$ cat src/rtl/dpwm_pkg.sv
package dpwm_pkg;

   // Reason the active settings are captured in a given cycle
   typedef enum logic [1:0] {
      LATCH_NONE = 2'd0,
      LATCH_LOAD = 2'd1,
      LATCH_WRAP = 2'd2
   } latch_e;

   localparam int unsigned DPWM_MAX_CNT_W  = 32;
   localparam int unsigned DPWM_MAX_FRAC_W = 8;

endpackage

$ cat src/rtl/dpwm_phase_seq.sv
// Period index of the dither sequence; gives the bit-reversed index that the
// period about to be latched will use.
module dpwm_phase_seq #(
   parameter int unsigned PH_W = 4
) (
   input  logic            clk,
   input  logic            rst_n,
   input  logic            live,
   input  logic            wrap,
   output logic [PH_W-1:0] ph_rev_next
);

   logic [PH_W-1:0] ph_q;
   logic [PH_W-1:0] ph_next;

   always_ff @(posedge clk or negedge rst_n) begin
      if (!rst_n) begin
         ph_q <= '0;
      end else if (wrap) begin
         ph_q <= ph_q + PH_W'(1);
      end
   end

   // Load cycle keeps index 0; a wrap moves to the following index
   always_comb begin
      ph_next = live ? (ph_q + PH_W'(1)) : ph_q;
   end

   for (genvar b = 0; b < PH_W; b++) begin : g_rev
      assign ph_rev_next[b] = ph_next[PH_W-1-b];
   end

endmodule

$ cat src/rtl/dpwm_dither_sel.sv
// Turns a raw setting into the integer value used for one period.
module dpwm_dither_sel #(
   parameter int unsigned VAL_W       = 16,
   parameter int unsigned FRAC_W      = 4,
   parameter bit          DITHER_IMPL = 1'b1
) (
   input  logic              dith_en,
   input  logic [VAL_W-1:0]  raw,
   input  logic [FRAC_W-1:0] ph_rev,
   output logic [VAL_W-1:0]  eff
);

   localparam int unsigned WHOLE_W = VAL_W - FRAC_W;

   if (DITHER_IMPL) begin : g_dith
      logic [FRAC_W-1:0]  frac;
      logic [WHOLE_W-1:0] whole;
      logic               stretch;

      always_comb begin
         frac    = raw[FRAC_W-1:0];
         whole   = raw[VAL_W-1:FRAC_W];
         stretch = dith_en && (ph_rev < frac);
         if (dith_en) begin
            eff = {{FRAC_W{1'b0}}, whole} + {{(VAL_W-1){1'b0}}, stretch};
         end else begin
            eff = raw;
         end
      end
   end else begin : g_plain
      logic unused_dith;
      assign unused_dith = ^{dith_en, ph_rev};
      assign eff         = raw;
   end

endmodule

$ cat src/rtl/dpwm_timebase.sv
// Edge-aligned up counter with the per-period active settings.
module dpwm_timebase
   import dpwm_pkg::*;
#(
   parameter int unsigned CNT_W = 16
) (
   input  logic             clk,
   input  logic             rst_n,
   input  logic             run,
   input  logic [CNT_W-1:0] nxt_cmp,
   input  logic [CNT_W-1:0] nxt_rld,
   output logic [CNT_W-1:0] cnt,
   output logic [CNT_W-1:0] act_cmp,
   output logic [CNT_W-1:0] act_rld,
   output logic             live,
   output logic             wrap
);

   logic [CNT_W-1:0] cnt_q;
   logic [CNT_W-1:0] cmp_q;
   logic [CNT_W-1:0] rld_q;
   logic             live_q;
   latch_e           cause;

   always_comb begin
      cause = LATCH_NONE;
      if (run) begin
         if (!live_q) begin
            cause = LATCH_LOAD;
         end else if (cnt_q == rld_q) begin
            cause = LATCH_WRAP;
         end
      end
   end

   always_ff @(posedge clk or negedge rst_n) begin
      if (!rst_n) begin
         cnt_q  <= '0;
         cmp_q  <= '0;
         rld_q  <= '0;
         live_q <= 1'b0;
      end else begin
         if (cause != LATCH_NONE) begin
            cmp_q <= nxt_cmp;
            rld_q <= nxt_rld;
         end
         case (cause)
            LATCH_LOAD: live_q <= 1'b1;
            LATCH_WRAP: cnt_q  <= '0;
            default: begin
               if (run && live_q) begin
                  cnt_q <= cnt_q + CNT_W'(1);
               end
            end
         endcase
      end
   end

   assign cnt     = cnt_q;
   assign act_cmp = cmp_q;
   assign act_rld = rld_q;
   assign live    = live_q;
   assign wrap    = (cause == LATCH_WRAP);

endmodule

$ cat src/rtl/dpwm_outcmp.sv
// Output stage for the first PWM mode: high while the count is below the compare value.
module dpwm_outcmp #(
   parameter int unsigned CNT_W = 16
) (
   input  logic [CNT_W-1:0] cnt,
   input  logic [CNT_W-1:0] act_cmp,
   output logic             pwm
);

   always_comb begin
      pwm = (cnt < act_cmp);
   end

endmodule

$ cat src/rtl/dpwm_gen.sv
module dpwm_gen
   import dpwm_pkg::*;
#(
   parameter int unsigned CNT_W      = 16,
   parameter int unsigned FRAC_W     = 4,
   parameter bit          HAS_DITHER = 1'b1
) (
   input  logic             clk,
   input  logic             rst_n,
   input  logic             run,
   input  logic             dith_en,
   input  logic [CNT_W-1:0] cmp_val,
   input  logic [CNT_W-1:0] rld_val,
   output logic [CNT_W-1:0] cnt,
   output logic             pwm_ref,
   output logic             wrap_pulse
);

   if (FRAC_W < 1 || FRAC_W > DPWM_MAX_FRAC_W) begin : g_bad_frac
      $error("dpwm_gen: FRAC_W out of range");
   end
   if (CNT_W < FRAC_W + 2 || CNT_W > DPWM_MAX_CNT_W) begin : g_bad_cnt
      $error("dpwm_gen: CNT_W out of range for FRAC_W");
   end

   logic [FRAC_W-1:0] ph_rev_next;
   logic [CNT_W-1:0]  nxt_cmp;
   logic [CNT_W-1:0]  nxt_rld;
   logic [CNT_W-1:0]  act_cmp;
   logic [CNT_W-1:0]  act_rld;
   logic              live;
   logic              wrap;

   dpwm_phase_seq #(.PH_W(FRAC_W)) u_phase (
      .clk         (clk),
      .rst_n       (rst_n),
      .live        (live),
      .wrap        (wrap),
      .ph_rev_next (ph_rev_next)
   );

   dpwm_dither_sel #(.VAL_W(CNT_W), .FRAC_W(FRAC_W), .DITHER_IMPL(HAS_DITHER)) u_sel_cmp (
      .dith_en (dith_en),
      .raw     (cmp_val),
      .ph_rev  (ph_rev_next),
      .eff     (nxt_cmp)
   );

   dpwm_dither_sel #(.VAL_W(CNT_W), .FRAC_W(FRAC_W), .DITHER_IMPL(HAS_DITHER)) u_sel_rld (
      .dith_en (dith_en),
      .raw     (rld_val),
      .ph_rev  (ph_rev_next),
      .eff     (nxt_rld)
   );

   dpwm_timebase #(.CNT_W(CNT_W)) u_tb (
      .clk     (clk),
      .rst_n   (rst_n),
      .run     (run),
      .nxt_cmp (nxt_cmp),
      .nxt_rld (nxt_rld),
      .cnt     (cnt),
      .act_cmp (act_cmp),
      .act_rld (act_rld),
      .live    (live),
      .wrap    (wrap)
   );

   dpwm_outcmp #(.CNT_W(CNT_W)) u_out (
      .cnt     (cnt),
      .act_cmp (act_cmp),
      .pwm     (pwm_ref)
   );

   assign wrap_pulse = wrap;

endmodule

$ cat config.mk
export PLATFORM = sky130hd
export DESIGN_NAME = dpwm_gen
export DESIGN_NICKNAME = d
export VERILOG_FILES = /design/src/rtl/dpwm_pkg.sv /design/src/rtl/dpwm_phase_seq.sv /design/src/rtl/dpwm_dither_sel.sv /design/src/rtl/dpwm_timebase.sv /design/src/rtl/dpwm_outcmp.sv /design/src/rtl/dpwm_gen.sv
export SDC_FILE = /design/constraint.sdc
export NUM_CORES = 1
export LEC_CHECK = 0
export CORE_ASPECT_RATIO = 1.25
export CORE_MARGIN = 2
export CORE_UTILIZATION = 55
export CTS_CLUSTER_DIAMETER = 30
export CTS_CLUSTER_SIZE = 8
export DETAILED_ROUTE_END_ITERATION = 7
export PLACE_DENSITY_LB_ADDON = 0.12
export SYNTH_ARGS = -nofsm -noshare
export SYNTH_HDL_FRONTEND = slang
export SYNTH_SLANG_ARGS = --single-unit
$ cat constraint.sdc
create_clock -name clk -period 3.9 [get_ports clk]
set_input_delay 1.17 -clock clk [delete_from_list [all_inputs] [get_ports clk]]
set_output_delay 1.17 -clock clk [all_outputs]
set_load 0.01 [all_outputs]
==> flow_summary_export.csv, run 1 <==
group,metric,value,unit
worst_setup_path,arrival,2.62,ns
flow_run,max_cap_violations,0,
floorplan,initial_utilization,57.3,%
yosys,ys_seq_elements,53,
routing,wl_per_cell,16.4,um
clock_tree,clockBufferDepth,2,
min_path,hp-class,"register to register",
cells_and_area,fin_nets,521,
timing,rsz0062_at_grt,"no",
timing,maxSlewViolCount,0,
yosys,synth.distinct_cells,46,
cells_and_area,layout_common_cells,"dfrtp_1, clkdlybuf4s50_1, inv_1",
floorplan,die_area,0.00761,mm2
global_route,grt_pass1_wl,14.9,mm
placement,place_hpwl,6.90,mm
timing,finalHoldViolations,0,
timing,setup_violations,0,
yosys,synthesis.area,0.00381,mm2
yosys,synthArstFlopShare,100,%
floorplan,std_cell_rows,33,
pwr,leakagePower,2.20,nW
timing,skew,0.0157,ns
clock_tree,clock_sinks,53,
floorplan,die_y,97.1,um
floorplan,die_w,78.4,um
routing,drcViolationCount,0,
placement,gp_congestion,0.847,
clock_tree,cts_root_buffer,"clkbuf_8",
routing,final_antenna_net_count,0,
yosys,synth.avg_cell_area,9.55,um2
global_route,grt_max_degree,51,
global_route,grt_pass1_vias,3186,
timing,relSlewSlack,63.6,%
pwr,total_power,1.63,mW
worst_setup_path,start_kind,"input port",
yosys,ys_seq_area_share,34.8,%
clock_tree,cts_tree,"done",
worst_setup_path,rr_worst_depth,13,
clock_tree,postCtsSetupBuffers,0,
pwr,ir_drop,0.000223,V
global_route,track_usage,24.5,%
worst_setup_path,end_kind,"output port",
timing,tightest_slew,0.546,ns
cells_and_area,layout_commonest_cell,"dfrtp_1",
timing,finalCriticalPeriod,3.79,ns
routing,first_pass_iters,4,
clock_tree,path_clk_slew,0.09,ns
cells_and_area,final_util,69.0,%
clock_tree,cts_buffers,5,
worst_setup_path,cp.required,2.73,ns
routing,vias,3057,
floorplan,top_level_ports,54,
global_route,antenna_found_initial,0,
cells_and_area,area_growth,20.4,%
yosys,yosys_warnings,0,
placement,numPortBuffers,53,
worst_setup_path,path_class,"input port to output port",
timing,fin_tns_setup,0,ns
cells_and_area,drive_gt1_share,11.3,%
global_route,grt_overflow,0,
run_status,outcome,"completed",
floorplan,core-area,0.00665,mm2
routing,wl,8.96,mm
clock_tree,clk_latency,0.31,ns
yosys,synth_top_flop_cell,"dfrtp_1",
routing,drtIter0Drc,60,
yosys,syn_inst,399,
min_path,holdPathStages,1,
timing,finalCritPeriodShare,97.2,%
cells_and_area,n_antenna_cell,0,
worst_setup_path,cp_max_fo,2,
pwr,p_per_area,356,mW/mm2
timing,max_freq,264,MHz
yosys,synth_edf_count,0,
routing,viasPerCell,5.60,
timing,whs,0.490,ns
clock_tree,htree_levels,2,
yosys,syn_nets,462,
[layout make-up]
| class | count | area (um2) |
|---|---|---|
| inverter | 36 | 135 |
| sequential | 53 | 1330 |
| clock inverter | 3 | 68.8 |
| clock buffer | 5 | 68.8 |
| multi-input combinational | 297 | 2250 |
| tap | 87 | 109 |
| fill | 544 | 2060 |
| timing repair buffer | 65 | 628 |
[metrics by stage]
step,instances,setup slack [ns],instance area (um2)
after global placement,538,0.116,4440
final,546,0.110,4590
after floorplan,399,0.687,3810
after CTS,546,0.111,4580
after detailed placement,538,0.0707,4440
after global routing,546,0.00799,4590
[synth_stat cells, types with 3 or more instances]
cell	number	area, um2
inv_1	36	135
mux2_4	23	345
o21ai_0	14	70.1
dfrtp_1	53	1330
nor3_1	8	40.0
nor4_1	8	50.1
nor2b_1	3	18.8
a211oi_1	3	22.5
a21boi_0	3	22.5
xnor2_1	25	219
and2_1	3	18.8
ha_1	27	338
a21oi_1	19	95.1
nor2_1	35	131
and4_1	3	26.3
nand3_1	19	95.1
mux2_2	3	33.8
mux2i_1	9	90.1
a21o_1	5	37.5
clkbuf_1	7	26.3
xor2_1	25	219
nand2b_1	3	18.8
nand4_1	12	75.1
nand2_1	27	101
[sequential cells by signal, summed over array words and instances, names as in the netlist]
signal,count
u_tb.live,1
u_phase.ph_q,4
u_tb.act_cmp,16
u_tb.cnt,16
u_tb.act_rld,16
[routing by layer]
| metal | share of wire [%] | GRT usage [%] | up-vias |
|---|---|---|---|
| li1 | - | - | 1498 |
| met1 | 42 | 29.5 | 1489 |
| met2 | 53 | 45.1 | 56 |
| met3 | 2.4 | 3.16 | 14 |
| met4 | 2.2 | 7.29 | 0 |
| met5 | 0 | 0 | - |
[cell families after synthesis]
family	synth area share, %
buffers and inverters	6.31
multiplexers	12.6
flip-flops	34.8
AO/OA/AOI/OAI	8.74
adder cells (fa/ha/maj)	8.87
XOR/XNOR	11.5
AND/OR/NAND/NOR	17.2
[where the power goes]
group	internal, mW	switching (mW)	total [mW]
sequential	0.618	0.0727	0.691
clock	0.258	0.189	0.448
combinational	0.256	0.238	0.494
[path summary, 6_finish.rpt]
check | end | slack, ns | from
max | wrap_pulse | 0.11 | run
min | u_phase.ph_q[3] | 0.49 | u_phase.ph_q[3]
max reg2reg | u_tb.act_cmp[10] | 0.73 | u_phase.ph_q[0]
min reg2reg | u_phase.ph_q[3] | 0.49 | u_phase.ph_q[3]
max in group asynchronous | u_tb.act_rld[5] | 2.26 | rst_n
min in group asynchronous | u_tb.cnt[10] | 0.83 | rst_n
[repair_timing]
action                     4_1_cts  5_1_grt
setup endpoints to repair        0        1
hold buffers                     0        0
gates resized for setup          0        1
[worst max-delay path, cell delays in order]
cell and delay, ns:
clkdlybuf4s50_1 0.47, and2_1 0.14, nand2_1 0.09, nor4_4 0.16, clkdlybuf4s50_1 0.58
Power figures use the tool's default switching activity.
==> run 2: changes to the inputs <==
- ABC_CLOCK_PERIOD_IN_PS: not set -> 3900
==> results of run 2 <==
Final layout, timing and power as in run 1 (identical DEF).
